===== config.mk =====
export PLATFORM = sky130hd
export DESIGN_NAME = encoder_speed_select
export DESIGN_NICKNAME = d
export VERILOG_FILES = /design/src/rtl/speed_sel_pkg.sv /design/src/rtl/tick_divider.sv /design/src/rtl/detent_decoder.sv /design/src/rtl/step_index.sv /design/src/rtl/encoder_speed_select.sv
export SDC_FILE = /design/constraint.sdc
export NUM_CORES = 1
export LEC_CHECK = 0
export ABC_CLOCK_PERIOD_IN_PS = 3200
export BUFFER_PORTS_ARGS = -buffer_cell sky130_fd_sc_hd__buf_2
export CORE_ASPECT_RATIO = 2
export CORE_MARGIN = 5
export CORE_UTILIZATION = 40
export CTS_CLUSTER_SIZE = 20
export DETAILED_ROUTE_END_ITERATION = 12
export GPL_ROUTABILITY_DRIVEN = 0
export PLACE_DENSITY_LB_ADDON = 0.1
export SLEW_MARGIN = 15
export SYNTH_ARGS = -nofsm -noshare
export SYNTH_HDL_FRONTEND = slang
export SYNTH_SLANG_ARGS = --single-unit
export TNS_END_PERCENT = 30

===== constraint.sdc =====
create_clock -name clk -period 3.2 [get_ports clk]
set_clock_uncertainty 0.05 [all_clocks]
set_input_delay 0.64 -clock clk [delete_from_list [all_inputs] [get_ports clk]]
set_output_delay 0.64 -clock clk [all_outputs]
set_load 0.01 [all_outputs]

===== src/rtl/speed_sel_pkg.sv =====
// Shared constants, types and the semitone speed table for the encoder
// speed selector. Table entries are round(256 * 2^((i-12)/12)).
package speed_sel_pkg;

    localparam int SEMITONES   = 12;
    localparam int IDX_MAX     = 2 * SEMITONES;
    localparam int IDX_W       = $clog2(IDX_MAX + 1);
    localparam int SPEED_W     = 16;

    typedef logic [IDX_W-1:0]   idx_t;
    typedef logic [SPEED_W-1:0] speed_t;

    // Direction decided at an examination of the pins
    typedef enum logic [1:0] {
        DIR_NONE = 2'b00,
        DIR_UP   = 2'b01,
        DIR_DOWN = 2'b10
    } dir_e;

    localparam idx_t IDX_CENTRE = idx_t'(SEMITONES);

    // Equal-temperament 8.8 increment for a step index
    function automatic speed_t semitone_speed(input idx_t i);
        speed_t s;
        case (i)
            idx_t'(0):  s = 16'h0080;
            idx_t'(1):  s = 16'h0088;
            idx_t'(2):  s = 16'h0090;
            idx_t'(3):  s = 16'h0098;
            idx_t'(4):  s = 16'h00A1;
            idx_t'(5):  s = 16'h00AB;
            idx_t'(6):  s = 16'h00B5;
            idx_t'(7):  s = 16'h00C0;
            idx_t'(8):  s = 16'h00CB;
            idx_t'(9):  s = 16'h00D7;
            idx_t'(10): s = 16'h00E4;
            idx_t'(11): s = 16'h00F2;
            idx_t'(12): s = 16'h0100;
            idx_t'(13): s = 16'h010F;
            idx_t'(14): s = 16'h011F;
            idx_t'(15): s = 16'h0130;
            idx_t'(16): s = 16'h0143;
            idx_t'(17): s = 16'h0156;
            idx_t'(18): s = 16'h016A;
            idx_t'(19): s = 16'h0180;
            idx_t'(20): s = 16'h0196;
            idx_t'(21): s = 16'h01AF;
            idx_t'(22): s = 16'h01C8;
            idx_t'(23): s = 16'h01E3;
            idx_t'(24): s = 16'h0200;
            default:    s = 16'h0100;
        endcase
        return s;
    endfunction

endpackage


===== src/rtl/tick_divider.sv =====
// Tick divider: counts per-sample ticks and raises a one-cycle poll strobe
// on the tick that completes each group of POLL_TICKS.
// Assumes tick is a clean one-cycle pulse synchronous to clk.
module tick_divider #(
    parameter int POLL_TICKS = 64
) (
    input  logic clk,
    input  logic rst_n,
    input  logic tick,
    output logic poll
);
    localparam int CNT_W = (POLL_TICKS > 1) ? $clog2(POLL_TICKS) : 1;
    localparam logic [CNT_W-1:0] CNT_TOP = CNT_W'(POLL_TICKS - 1);

    logic [CNT_W-1:0] remain_q;

    // Strobe on the last tick of the group
    always_comb poll = tick && (remain_q == '0);

    // Count down remaining ticks, reload after the strobe
    always_ff @(posedge clk) begin
        if (!rst_n)
            remain_q <= CNT_TOP;
        else if (tick)
            remain_q <= (remain_q == '0) ? CNT_TOP : remain_q - 1'b1;
    end

endmodule


===== src/rtl/detent_decoder.sv =====
// Detent decoder: at each poll, turns a falling level on pin A into one
// direction request, with pin B giving the sense. A latch holds off
// further requests until pin A is seen high at a poll.
// Assumes pins are debounced externally.
module detent_decoder
    import speed_sel_pkg::*;
(
    input  logic clk,
    input  logic rst_n,
    input  logic poll,
    input  logic enc_a,
    input  logic enc_b,
    output dir_e dir
);
    logic latched_q;

    // Direction request for this poll
    always_comb begin
        dir = DIR_NONE;
        if (poll && !enc_a && !latched_q)
            dir = enc_b ? DIR_DOWN : DIR_UP;
    end

    // Latch follows pin A at each poll
    always_ff @(posedge clk) begin
        if (!rst_n)
            latched_q <= 1'b0;
        else if (poll)
            latched_q <= !enc_a;
    end

endmodule


===== src/rtl/step_index.sv =====
// Step index: saturating counter between 0 and IDX_MAX, centred at reset.
// Reports the next value and whether it differs from the current one.
module step_index
    import speed_sel_pkg::*;
(
    input  logic clk,
    input  logic rst_n,
    input  dir_e dir,
    output idx_t idx,
    output idx_t idx_next,
    output logic moved
);
    // Next index with end clamping
    always_comb begin
        idx_next = idx;
        unique case (dir)
            DIR_UP:   if (idx < idx_t'(IDX_MAX)) idx_next = idx + 1'b1;
            DIR_DOWN: if (idx > '0)              idx_next = idx - 1'b1;
            default:  idx_next = idx;
        endcase
        moved = (idx_next != idx);
    end

    // Index register
    always_ff @(posedge clk) begin
        if (!rst_n)
            idx <= IDX_CENTRE;
        else
            idx <= idx_next;
    end

endmodule


===== src/rtl/encoder_speed_select.sv =====
// Top: rotary encoder to chromatic playback speed. Polls the pins once per
// POLL_TICKS sample ticks, steps a semitone index and registers the 8.8
// speed from the table on the same edge the index moves.
module encoder_speed_select
    import speed_sel_pkg::*;
#(
    parameter int POLL_TICKS = 64
) (
    input  logic        clk,
    input  logic        rst_n,
    input  logic        tick,
    input  logic        enc_a,
    input  logic        enc_b,
    output logic [15:0] speed
);
    logic poll_stb;
    dir_e step_dir;
    idx_t step_idx;
    idx_t step_idx_nx;
    logic step_moved;

    tick_divider #(.POLL_TICKS(POLL_TICKS)) u_div (
        .clk  (clk),
        .rst_n(rst_n),
        .tick (tick),
        .poll (poll_stb)
    );

    detent_decoder u_dec (
        .clk  (clk),
        .rst_n(rst_n),
        .poll (poll_stb),
        .enc_a(enc_a),
        .enc_b(enc_b),
        .dir  (step_dir)
    );

    step_index u_idx (
        .clk     (clk),
        .rst_n   (rst_n),
        .dir     (step_dir),
        .idx     (step_idx),
        .idx_next(step_idx_nx),
        .moved   (step_moved)
    );

    // Speed register, written only when the index moves
    always_ff @(posedge clk) begin
        if (!rst_n)
            speed <= semitone_speed(IDX_CENTRE);
        else if (step_moved)
            speed <= semitone_speed(step_idx_nx);
    end

endmodule


# [After elaboration in Yosys (flattened, before gate mapping)]
# Memories as Yosys holds them, arrays and structs flattened. A register that Yosys moved wholly into a read port is not among the register bits.
# Index checks and enable logic that the tools add are counted.
[totals] regBits=28 wordCells=26 inputBits=5 out_inout_bits=16 rom_bits=320 n_memories=1
[classes] n_mux=6 n_addsub=3 n_eq_ne=3 n_lt_le_gt_ge=2 reduce_logical=7
[memory_table] name="(no name shown)" words=32 word_bits=10 rd=1 rd_clocked_by_memory_dff=1 wr=0 line_no="speed_sel_pkg.sv:25" text="case (i)"
[op_table] cell="5-bit 2-to-1 mux" count=2
[op_table] cell="5-bit case mux with 2 select lines" count=1
[op_table] cell="6-bit logical NOT" count=1
[op_table] cell="6-bit 2-to-1 mux" count=1
[op_table] cell="6-bit by 1-bit subtractor with 6-bit output, second input constant" count=1
[op_table] cell="5-bit by 1-bit adder with 5-bit output, second input constant" count=1
[op_table] cell="5-bit by 1-bit > comparator with 1-bit output, second input constant" count=1
[op_table] cell="5-bit less-than comparator, second input constant" count=1
[op_table] cell="5-bit != test" count=1
[op_table] cell="5-bit by 1-bit subtractor with 5-bit output, second input constant" count=1
[op_table] cell="2-bit 2-to-1 mux" count=2
[op_table] cell="1-bit logical AND" count=3
[op_table] cell="1-bit logical NOT" count=3
[op_table] cell="2-bit by 1-bit == test with 1-bit output, second input constant" count=1
[op_table] cell="2-bit == test, second input constant" count=1

# [Depth between registers and ports, before layout]
# Gate-level depths: netlist (run 1).
[depth] ltp_word=8 depth_mapped=12 mapped_depth_nobuf=11

# [By module]
# A second synthesis (run 1) with hierarchy kept.
[unflattened] cells_unflattened=207 hier_area_um2=1702.9
[modules_own_cells] module="encoder_speed_select" seq_area_each_um2=200.2 n_inst=1 cells_per_inst=97 area_per_inst_um2=809.5
[modules_own_cells] module="step_index" seq_area_each_um2=100.1 n_inst=1 cells_per_inst=75 area_per_inst_um2=545.5
[modules_own_cells] module="tick_divider" seq_area_each_um2=120.1 n_inst=1 cells_per_inst=30 area_per_inst_um2=286.5
[modules_own_cells] module="detent_decoder" seq_area_each_um2=20.0 n_inst=1 cells_per_inst=5 area_per_inst_um2=61.3

# [Worst setup path before layout (run 1)]
# Ideal clock, no wire load.
[synth_path] kind="register to register" from="register u_idx.idx[0]" to="register speed[3]" synth_period_minus_slack_ns=2.940 path_slack_ns=0.260 arrival_time_ns=2.757 stages_incl_launch_ff=13 path_cell_list="dfxtp_1 > buf_2 > inv_1 > ha_1 > or4b_4 > a21oi_1 > nor2_2 > xnor2_1 > inv_1 > ha_1 > or3_1 > a41oi_1 > o311ai_1"
[synth_via] elab_chain_cells=4 elab_cells_between_ends=8 cone_classes="2 x add/sub; 2 x order compare; 1 x eq/ne; 3 x mux"
[synth_rtl] item="start: declaration" line_no="step_index.sv:9" text="output idx_t idx,"
[synth_rtl] item="start signal: assignment" line_no="step_index.sv:29" text="idx <= idx_next;"
[synth_rtl] item="5-bit by 1-bit subtractor with 5-bit output (tied with other cells)" line_no="step_index.sv:18" text="DIR_DOWN: if (idx > '0) idx_next = idx - 1'b1;"
[synth_rtl] item="5-bit 2-to-1 mux (on tied branches)" line_no="step_index.sv:18, step_index.sv:17"
[synth_rtl] item="5-bit case mux with 2 select lines" line_no="step_index.sv:16" text="unique case (dir)"
[synth_rtl] item="5-bit != test" line_no="step_index.sv:21" text="moved = (idx_next != idx);"
[synth_rtl] item="end: declaration" line_no="encoder_speed_select.sv:14" text="output logic [15:0] speed"
# Several ways; a longest one is shown, not always the timed one.
# A chain may end at the register's enable or synchronous reset.

# [Final worst setup path (run 1)]
[layout_path] from="register u_idx.idx[1]" to="register speed[3]"
# The elaborated chain is that of the path after synthesis.

==> Implementation_results.wiki, run 1 <==
{| class="wikitable"
! Metric !! Value
|-
| Outcome || complete, no violations
|-
| Clock latency on the worst-skew pair || 270 ps
|-
| Count of buffers added by post-CTS timing repair for setup || 0
|-
| Required time of the critical path || 3300 ps
|-
| Critical path data arrival time || 3040 ps
|-
| Post-CTS Hold Fix Bufs || 0
|-
| Diode insertion count for antenna repair || 0
|-
| Post-layout total power || 0.580 mW
|-
| Clock tree buffer depth || 2
|-
| Maxcap violations || 0
|-
| Non-Filler Cell Area, Final || 1800 um2
|-
| Master cell of the clock root buffer || sky130_fd_sc_hd__clkbuf_8
|-
| Placed wire-length estimate || 3800 um
|-
| Remaining global-route overflow || 0
|-
| Fraction of synthesis flops using an asynchronous set or reset pin || 0
|-
| Placed instance area || 1730 um2
|-
| Core box area || 3880 um2
|-
| DIE AREA || 5510 um2
|-
| CTS tree || yes
|-
| Fraction of post-synthesis cell area in the top cell type by area || 0.271
|-
| First element of the critical path || u_idx.idx[1]$_SDFF_PN0_
|-
| Clock transition time at the flip-flop clock pins of the worst setup and hold paths || 90 ps
|-
| Row count || 32
|-
| Critical path cell sequence || inv_1 -> ha_1 -> or4b_4 -> a21oi_1 -> nor2_2 -> xnor2_1 -> inv_1 -> ha_1 -> or3_1 -> a41oi_1 -> o311ai_1
|-
| Post-synth design cell area || 1620 um2
|-
| Antenna violations before repair || 0
|-
| Total wire length after detailed routing || 4960 um
|-
| H-tree levels || 1
|-
| IO Count || 21
|-
| Number of routed nets with antenna violations || 0
|-
| Register area share after synthesis || 0.271
|-
| Final Net Count || 226
|-
| Count of endpoints failing hold in the final timing report || 0
|-
| Wire length of the first global-routing pass || 8010 um
|-
| Synthesized instance count || 197
|-
| Transition at the pin with the smallest max-transition slack || 768 ps
|-
| Startpoint of the worst-slack reg-to-reg timing path || u_idx.idx[1]$_SDFF_PN0_
|-
| Final-report max-slew violation count || 0
|-
| Maximum operating frequency || 0.340 GHz
|-
| Cell type contributing the most total cell area after synthesis || sky130_fd_sc_hd__dfxtp_1
|-
| Worst reg2reg setup slack || 260 ps
|-
| Detailed-router iteration count before antenna repair || 4
|-
| Number of cells on the worst reg-to-reg path || 11
|-
| Via Count || 1606
|-
| Inserted Clock Buffers || 3
|-
| Share of layout cells above drive strength 1 || 0.203
|-
| Maximum vdd ir drop || 0.228 mV
|-
| Path type of the worst min-delay path || reg2reg
|-
| Number of vias per cell || 6.11
|-
| Post-synthesis to final-layout area growth || 10.9%
|-
| Maximum number of pins on one net before global-route repair || 21
|-
| Total of endpoints with negative setup slack in the final report || 0
|-
| Number of gates given a new drive strength after cts || 0
|-
| FF+latch count, synth || 22
|-
| Launching element type of the critical path || flop
|-
| Critical path class || reg2reg
|-
| Starting Density || 0.418
|-
| Dominant cells by area after synthesis || sky130_fd_sc_hd__dfxtp_1 (27%), sky130_fd_sc_hd__ha_1 (6.2%), sky130_fd_sc_hd__buf_4 (4.6%)
|-
| Remaining max-slew budget at the tightest pin || 0.484
|-
| CTS sink count || 22
|-
| GR Util All Layers || 0.199
|-
| Vias in the first global route || 1679
|-
| Maximum fanout count along the critical path || 5
|-
| Number of library cell types mapped by synthesis || 61
|-
| Port-buffer cells || 14
|-
| Leakage power summed over all cells || 0.700 nW
|-
| Floorplan die height || 100 um
|-
| RSZ-0062 raised after global routing || false
|-
| Longest individual stage delay on the worst path || 500 ps
|-
| Critical Path Sink || speed[3]$_SDFFE_PN0P_
|-
| Library cell contributing the largest single delay on the critical path || sky130_fd_sc_hd__or4b_4
|-
| Power density normalized to cell area || 322 nW/um2
|-
| Most common flop cell mapped by yosys || sky130_fd_sc_hd__dfxtp_1
|-
| Routed len/inst || 18.9 um
|-
| Die Span X || 55.1 um
|-
| RR Endpoint || speed[3]$_SDFFE_PN0P_
|-
| Final critical-path share of the clock period || 0.919
|-
| Sum Neg Setup Slack || 0 ps
|-
| Most instantiated library cell after synthesis || sky130_fd_sc_hd__dfxtp_1
|-
| Initial DRC count || 51
|-
| Synthesized area per cell || 8.24 um2
|-
| Leading post-synthesis cells by instance count || sky130_fd_sc_hd__dfxtp_1 (22), sky130_fd_sc_hd__nand2_1 (12), sky130_fd_sc_hd__o21ai_0 (12)
|-
| Kind of end point of the critical path || flop
|-
| Detailed-route DRC error count || 0
|-
| Count of synthesis-stage warnings from yosys || 0
|-
| EDFF count, synth || 0
|-
| Final critical-path required period || 2940 ps
|}
-- worst min path at each step --
stage,from,endpoint,slack [ps],depth (start not counted)
3_5_place_dp,speed[9]$_SDFFE_PN0P_,speed[9]$_SDFFE_PN0P_,400,2
3_3_place_gp,speed[9]$_SDFFE_PN0P_,speed[9]$_SDFFE_PN0P_,390,2
4_1_cts,speed[9]$_SDFFE_PN0P_,speed[9]$_SDFFE_PN0P_,410,2
5_1_grt,speed[9]$_SDFFE_PN0P_,speed[9]$_SDFFE_PN0P_,420,2
2_1_floorplan,u_dec.latched_q$_SDFFE_PN0N_,u_dec.latched_q$_SDFFE_PN0N_,420,2
6_report,speed[9]$_SDFFE_PN0P_,speed[9]$_SDFFE_PN0P_,410,2
-- metal layers --
layer,global-route usage,up-vias,part of all wire
met3,0.0238,17,0.027
met4,0.124,0,0.041
met5,0,-,0
li1,-,757,-
met2,0.370,55,0.59
met1,0.189,777,0.34
-- sequential cells by signal (all words and copies together) (netlist names) --
name / count
speed: 10
u_dec.latched_q: 1
u_div.remain_q: 6
u_idx.idx: 5
-- worst max-delay path, delay by kind of cell, from the launching register on --
family / cells / cell delay, ps
DFF: 1 / 360
AOI/OAI and AO/OA: 3 / 570
and+or+nand+nor: 3 / 940
xor gates and xnor gates: 1 / 210
buffers and inverters: 2 / 260
adders and majority gates: 2 / 440
-- cell families (layout without fill, tap and decap cells) --
| logic type | Yosys count | in the layout | share of synthesized area |
|---|---|---|---|
| other cells | 1 | 6 | 0.00231 |
| fa+ha+maj | 8 | 8 | 0.0616 |
| simple gates | 70 | 70 | 0.262 |
| flops | 22 | 22 | 0.271 |
| compound gates | 66 | 66 | 0.287 |
| xor+xnor | 3 | 3 | 0.0162 |
| mux | 2 | 2 | 0.0123 |
| buf+inv | 25 | 35 | 0.0871 |
-- per-stage QoR --
step,std cells,util,setup slack (ps),hold WS [ps]
after floorplan,202,-,260,419
after global placement,259,0.445,295,393
after detailed placement,259,0.445,254,396
after CTS,263,0.464,270,409
after global routing,263,0.464,27.8,421
final,263,0.464,259,411
-- final cells by class --
| cell class | count | area (um2) |
|---|---|---|
| repair buffers | 22 | 130 |
| clock inverters | 1 | 30.0 |
| well taps | 51 | 63.8 |
| fillers | 399 | 2080 |
| flip-flops and latches | 22 | 440 |
| clock buffers | 3 | 41.3 |
| inverters | 9 | 33.8 |
| multi-input cells | 155 | 1060 |
-- cells in the final DEF, fill, tap and decap left out, drive strengths merged, types with 2 or more instances in the layout --
master / n
a211oi: 4
a21o: 2
a21oi: 10
a22oi: 4
a2bb2oi: 2
a31oi: 7
a32oi: 2
a41oi: 2
and2: 3
and3: 4
buf: 22
clkbuf: 3
conb: 6
dfxtp: 22
ha: 8
inv: 9
mux2i: 2
nand2: 15
nand2b: 2
nand3: 11
nand4: 3
nor2: 13
nor2b: 2
nor3: 4
nor4b: 2
o211ai: 5
o21a: 2
o21ai: 13
o32a: 2
or2: 2
or3: 2
or4b: 2
xnor2: 2
-- where the power goes --
group	leakage (nW)	total (mW)	switching (mW)	internal [mW]
registers	0.178	0.279	0.00304	0.276
logic	0.487	0.0298	0.0204	0.00942
clock network	0.0357	0.271	0.103	0.167
Note: power is estimated with default switching activity, not from simulation.
==> run 2: changes to the inputs <==
BUFFER_PORTS_ARGS = -buffer_cell sky130_fd_sc_hd__buf_4   (was -buffer_cell sky130_fd_sc_hd__buf_2)
==> Implementation_results.wiki, run 2 (synthesis results as in run 1) <==
{| class="wikitable"
! Metric !! Value
|-
| Final critical-path required period || 2880 ps
|-
| CTS tree || yes
|-
| Wire length of the first global-routing pass || 8210 um
|-
| Placed instance area || 1760 um2
|-
| Antenna violations before repair || 0
|-
| Startpoint of the lowest-slack hold path || speed[9]$_SDFFE_PN0P_
|-
| Critical path data arrival time || 3020 ps
|-
| Master cell of the clock root buffer || sky130_fd_sc_hd__clkbuf_8
|-
| Remaining global-route overflow || 0
|-
| Number of vias per cell || 6.14
|-
| Outcome || complete, no violations
|-
| Total wire length after detailed routing || 4930 um
|-
| Critical path class || reg2reg
|-
| GR Util All Layers || 0.202
|-
| Maximum operating frequency || 0.347 GHz
|-
| Initial DRC count || 35
|-
| Non-Filler Cell Area, Final || 1850 um2
|-
| Final Net Count || 227
|-
| Most used cells in the layout excluding fill and tap cells || sky130_fd_sc_hd__buf_4 (23), sky130_fd_sc_hd__dfxtp_1 (22), sky130_fd_sc_hd__nand2_1 (12), sky130_fd_sc_hd__o21ai_0 (12)
|-
| First element of the critical path || u_div.remain_q[0]$_SDFFE_PN1P_
|-
| Clock transition time at the flip-flop clock pins of the worst setup and hold paths || 80 ps
|-
| Maxcap violations || 0
|-
| Place WS || 190 ps
|-
| Sum Neg Setup Slack || 0 ps
|-
| Share of the core filled with cells in the final layout || 0.476
|-
| Row count || 32
|-
| Required time of the critical path || 3330 ps
|-
| Launching element type of the critical path || flop
|-
| Inserted Clock Buffers || 3
|-
| Diode insertion count for antenna repair || 0
|-
| Critical path cell sequence || inv_1 -> ha_1 -> nor4b_4 -> o211ai_1 -> a2bb2oi_2 -> nand2_2 -> inv_1 -> ha_1 -> o21ai_0 -> o32a_1 -> a211oi_1
|-
| Via Count || 1621
|-
| Port-buffer cells || 14
|-
| Leakage power summed over all cells || 0.718 nW
|-
| Placed wire-length estimate || 3740 um
|-
| Vias in the first global route || 1741
|-
| Setup ws final || 318 ps
|-
| Die Span X || 55.1 um
|-
| Hold_ws || 416 ps
|-
| Library cell contributing the largest single delay on the critical path || sky130_fd_sc_hd__nor4b_4
|-
| Transition at the pin with the smallest max-transition slack || 738 ps
|-
| Maximum vdd ir drop || 0.241 mV
|-
| Post-synthesis to final-layout area growth || 13.9%
|-
| CTS sink count || 22
|-
| Most frequent standard cell in the layout excluding fill and tap cells || sky130_fd_sc_hd__buf_4
|-
| Remaining max-slew budget at the tightest pin || 0.504
|-
| Largest registers in the final layout || speed (10), u_div.remain_q (6), u_idx.idx (5)
|-
| Final-report max-slew violation count || 0
|-
| Clock latency on the worst-skew pair || 270 ps
|-
| Detailed-route DRC error count || 0
|-
| H-tree levels || 1
|-
| Floorplan die height || 100 um
|-
| Register ranked first by flip-flop count || speed
|-
| RSZ-0062 raised after global routing || false
|-
| Starting Density || 0.418
|-
| Startpoint of the worst-slack reg-to-reg timing path || u_div.remain_q[0]$_SDFFE_PN1P_
|-
| Longest individual stage delay on the worst path || 380 ps
|-
| Core box area || 3880 um2
|-
| Routed len/inst || 18.7 um
|-
| Share of layout cells above drive strength 1 || 0.211
|-
| DIE AREA || 5510 um2
|-
| Clock tree buffer depth || 2
|-
| Maximum number of pins on one net before global-route repair || 20
|-
| Path type of the worst min-delay path || reg2reg
|-
| Maximum fanout count along the critical path || 7
|-
| Number of routed nets with antenna violations || 0
|-
| IO Count || 21
|-
| Power density normalized to cell area || 313 nW/um2
|-
| Count of endpoints failing hold in the final timing report || 0
|-
| Kind of end point of the critical path || flop
|-
| Detailed-router iteration count before antenna repair || 4
|-
| Final critical-path share of the clock period || 0.901
|-
| Number of flip-flops in the largest register || 10
|-
| Total of endpoints with negative setup slack in the final report || 0
|}
[run 2: cell types whose count changed in the layout (fill, tap and decap cells not counted)]
cell	before	now
sky130_fd_sc_hd__buf_4	8	23
sky130_fd_sc_hd__buf_2	14	0
sky130_fd_sc_hd__xnor2_1	2	1
sky130_fd_sc_hd__xnor2_2	0	1
[run 2: cell type report]
| class | instances | area, um2 |
|---|---|---|
| multi-input combinational | 155 | 1070 |
| fill | 412 | 2030 |
| clock buffer | 3 | 41.3 |
| inverter | 9 | 33.8 |
| timing repair buffer | 23 | 173 |
| sequential | 22 | 440 |
| clock inverter | 1 | 30.0 |
| tap | 51 | 63.8 |
[run 2: worst max-delay path, delay by kind of cell, from the launching register on]
| kind | cells | cell delay [ps] |
|---|---|---|
| AO/OA/AOI/OAI | 5 | 1090 |
| adder cells (fa/ha/maj) | 2 | 580 |
| buffers and inverters | 2 | 260 |
| flip-flops | 1 | 360 |
| AND/OR/NAND/NOR | 2 | 470 |
[run 2: routing by layer]
| metal | global-route usage | up-vias | wire [um] |
|---|---|---|---|
| met1 | 0.204 | 784 | 1690 |
| met2 | 0.348 | 51 | 2790 |
| met3 | 0.0312 | 26 | 155 |
| met5 | 0 | - | 0 |
| li1 | - | 760 | - |
| met4 | 0.148 | 0 | 291 |
[run 2: power by group]
group          internal [mW]  switching (mW)
clock network          0.167           0.102
logic                 0.0110          0.0201
registers              0.276         0.00312
[run 2: final timing paths]
path                                end  depth (start not counted)  slack (ps)
hold reg to reg   speed[9]$_SDFFE_PN0P_                          2         420
setup / recovery  speed[6]$_SDFFE_PN0P_                         11         320
hold / removal    speed[9]$_SDFFE_PN0P_                          2         420
setup reg to reg  speed[6]$_SDFFE_PN0P_                         11         320
[run 2: timing repair]
item | CTS | global route
hold buffers | 0 | 0
endpoints found under the setup margin | 0 | 2
resized for setup | 0 | 1
buffers inserted | 0 | 2
[run 2: metrics by stage]
step	power, mW	instances
2_1_floorplan	0.312	202
5_1_grt	0.597	264
4_1_cts	0.582	262
3_5_place_dp	0.316	258
3_3_place_gp	0.315	258
6_report	0.579	264
==> run 3: changes to the inputs <==
ABC_AREA = 1   (was unset)
ABC_CLOCK_PERIOD_IN_PS = 2700   (was 3200)
CAP_MARGIN = 20   (was unset)
clock period = 2.7 ns   (was 3.2 ns; I/O delays follow)
==> Implementation_results.wiki, run 3 <==
{| class="wikitable"
! Metric !! Value
|-
| Critical path cell sequence || inv_1 -> ha_1 -> nand2_1 -> inv_1 -> nand3_4 -> nor3_4 -> nand3_1 -> nand3_4 -> inv_1 -> ha_1 -> inv_1 -> nand3_1 -> nand3_1 -> nand2_1 -> a21oi_1
|-
| Total of fill cells in the finished design || 452
|-
| Path type of the worst min-delay path || reg2reg
|-
| Total wire length after detailed routing || 4380 um
|-
| Remaining global-route overflow || 0
|-
| Leakage power summed over all cells || 0.995 nW
|-
| Launching element type of the critical path || flop
|-
| IO Count || 21
|-
| Post-route non-filler standard cell count || 332
|-
| Count of endpoints failing hold in the final timing report || 0
|-
| Row count || 33
|-
| Clock tree buffer depth || 2
|-
| Required time of the critical path || 2850 ps
|-
| Starting Density || 0.416
|-
| Most frequent standard cell in the layout excluding fill and tap cells || sky130_fd_sc_hd__nand2_1
|-
| H-tree levels || 1
|-
| Antenna violations before repair || 0
|-
| Maximum operating frequency || 0.414 GHz
|-
| Cell type contributing the most total cell area after synthesis || sky130_fd_sc_hd__dfxtp_1
|-
| Outcome || complete, no violations
|-
| Clock latency on the worst-skew pair || 260 ps
|-
| Number of library cell types mapped by synthesis || 30
|-
| Master cell of the clock root buffer || sky130_fd_sc_hd__clkbuf_8
|-
| Final-report max-slew violation count || 0
|-
| Most used cells in the layout excluding fill and tap cells || sky130_fd_sc_hd__nand2_1 (72), sky130_fd_sc_hd__inv_1 (30), sky130_fd_sc_hd__nand3_1 (28)
|-
| Clock transition time at the flip-flop clock pins of the worst setup and hold paths || 80 ps
|-
| Post-synth design cell area || 1720 um2
|-
| Via Count || 1684
|-
| Placed wire-length estimate || 3580 um
|-
| Synthesized instance count || 261
|-
| Register ranked first by flip-flop count || speed
|-
| Top cell by count, worst path || sky130_fd_sc_hd__inv_1
|-
| Post-CTS Hold Fix Bufs || 0
|-
| Most common flop cell mapped by yosys || sky130_fd_sc_hd__dfxtp_1
|-
| Wire length of the first global-routing pass || 7180 um
|-
| Post-synthesis to final-layout area growth || 13.8%
|-
| Maximum fanout count along the critical path || 9
|-
| Longest individual stage delay on the worst path || 330 ps
|-
| EDFF count, synth || 0
|-
| Most instantiated library cell after synthesis || sky130_fd_sc_hd__nand2_1
|-
| Detailed-router iteration count before antenna repair || 4
|-
| Floorplan die height || 103 um
|-
| Number of flip-flops in the largest register || 10
|-
| Register area share after synthesis || 0.256
|-
| Largest registers in the final layout || speed (10), u_div.remain_q (6), u_idx.idx (5)
|-
| Detailed-route DRC error count || 0
|-
| RR Endpoint || speed[0]$_SDFFE_PN0P_
|-
| Maxcap violations || 0
|-
| RSZ-0062 raised after global routing || false
|-
| Final critical-path share of the clock period || 0.896
|-
| FF+latch count, synth || 22
|-
| Critical path class || reg2reg
|-
| Synthesized area per cell || 6.59 um2
|-
| Number of vias per cell || 5.07
|-
| Routed len/inst || 13.2 um
|-
| Power density normalized to cell area || 341 nW/um2
|-
| Worst reg2reg setup slack || 280 ps
|-
| Sum Neg Setup Slack || 0 ps
|-
| Vias in the first global route || 1621
|-
| Fraction of post-synthesis cell area in the top cell type by area || 0.256
|-
| Share of the core filled with cells in the final layout || 0.474
|-
| Dpl cells || 326
|-
| Leading post-synthesis cells by instance count || sky130_fd_sc_hd__nand2_1 (72), sky130_fd_sc_hd__inv_1 (30), sky130_fd_sc_hd__nand3_1 (28)
|-
| DIE AREA || 5790 um2
|-
| Number of routed nets with antenna violations || 0
|-
| Final Net Count || 294
|-
| Inserted Clock Buffers || 3
|-
| CTS sink count || 22
|-
| Maximum number of pins on one net before global-route repair || 20
|-
| Initial DRC count || 42
|-
| Diode insertion count for antenna repair || 0
|-
| Port-buffer cells || 14
|-
| Core box area || 4130 um2
|-
| Maximum vdd ir drop || 0.338 mV
|-
| Total of endpoints with negative setup slack in the final report || 0
|-
| Final critical-path required period || 2420 ps
|-
| Library cell contributing the largest single delay on the critical path || sky130_fd_sc_hd__dfxtp_1
|-
| Count of synthesis-stage warnings from yosys || 0
|-
| Startpoint of the worst-slack reg-to-reg timing path || u_div.remain_q[1]$_SDFFE_PN1P_
|-
| Number of cells on the worst reg-to-reg path || 15
|-
| Kind of end point of the critical path || flop
|-
| Fraction of synthesis flops using an asynchronous set or reset pin || 0
|-
| Critical Path Sink || speed[0]$_SDFFE_PN0P_
|-
| CTS tree || yes
|-
| Dominant cells by area after synthesis || sky130_fd_sc_hd__dfxtp_1 (26%), sky130_fd_sc_hd__nand2_1 (16%), sky130_fd_sc_hd__nand3_1 (8.2%)
|-
| Critical path data arrival time || 2560 ps
|-
| GR Util All Layers || 0.159
|-
| First element of the critical path || u_div.remain_q[1]$_SDFFE_PN1P_
|-
| Share of layout cells above drive strength 1 || 0.171
|-
| Die Span X || 56.4 um
|}
==> run 3: changes by cell type after synthesis, moves of 6 or more <==
cell and change:
sky130_fd_sc_hd__nand2_1 +60, sky130_fd_sc_hd__inv_1 +21, sky130_fd_sc_hd__nand3_1 +17, sky130_fd_sc_hd__nor2_1 +14, sky130_fd_sc_hd__a31oi_1 -6
==> run 3: final cells by class <==
cell class | instances | area (um2) | area share
Inverter | 33 | 124 | 0.0633
Clock buffer | 3 | 41.3 | 0.0211
Sequential cell | 22 | 440 | 0.225
Clock inverter | 1 | 30.0 | 0.0153
Multi-Input combinational cell | 198 | 1080 | 0.554
Timing Repair Buffer | 23 | 173 | 0.0882
Tap cell | 52 | 65.1 | 0.0332
==> run 3: logic make-up after synthesis <==
logic type	Yosys count	synth area share
buffers and inverters	46	0.129
xor gates and xnor gates	3	0.0153
adders and majority gates	8	0.0582
DFF	22	0.256
other	1	0.00218
AOI/OAI and AO/OA	30	0.0932
and+or+nand+nor	151	0.446
==> run 3: worst min path at each step <==
stage,end,cells past startpoint,start
2_1_floorplan,u_div.remain_q[3]$_SDFFE_PN1P_,2,u_div.remain_q[3]$_SDFFE_PN1P_
3_3_place_gp,speed[8]$_SDFFE_PN1P_,2,speed[8]$_SDFFE_PN1P_
3_5_place_dp,speed[9]$_SDFFE_PN0P_,2,speed[9]$_SDFFE_PN0P_
4_1_cts,speed[9]$_SDFFE_PN0P_,2,speed[9]$_SDFFE_PN0P_
5_1_grt,speed[9]$_SDFFE_PN0P_,2,speed[9]$_SDFFE_PN0P_
6_report,speed[9]$_SDFFE_PN0P_,2,speed[9]$_SDFFE_PN0P_
==> run 3: worst max-delay path, delay by kind of cell, from the launching register on <==
kind,cells,cell delay (ps)
simple gates,8,1030
compound gates,1,130
fa+ha+maj,2,450
flops,1,330
buf+inv,4,350
==> run 3: metrics by stage <==
stage / total power, mW / setup WS [ps] / hold WS, ps / cell area (um2)
3_3_place_gp: 0.367 / 220 / 409 / 1860
5_1_grt: 0.702 / 24.1 / 447 / 1960
2_1_floorplan: 0.360 / 531 / 404 / 1740
3_5_place_dp: 0.367 / 159 / 411 / 1860
4_1_cts: 0.679 / 215 / 425 / 1930
6_report: 0.667 / 282 / 425 / 1960
==> run 3: routing by layer <==
metal | vias up | GRT usage | wire length, um
met2 | 34 | 0.319 | 2500
met1 | 769 | 0.146 | 1560
met4 | 0 | 0.0987 | 227
met5 | - | 0 | 0
li1 | 863 | - | -
met3 | 18 | 0.0201 | 100
==> run 3: where the power goes <==
part	total [mW]	switching, mW	internal [mW]	leakage [nW]
combinational	0.0303	0.0219	0.00838	0.781
sequential	0.329	0.00196	0.327	0.178
clock	0.308	0.110	0.198	0.0357
total	0.667	0.134	0.533	0.995
==> run 3: repair_timing <==
item	4_1_cts	5_1_grt
setup endpoints to repair	0	3
setup buffers	0	2
resized for setup	0	1
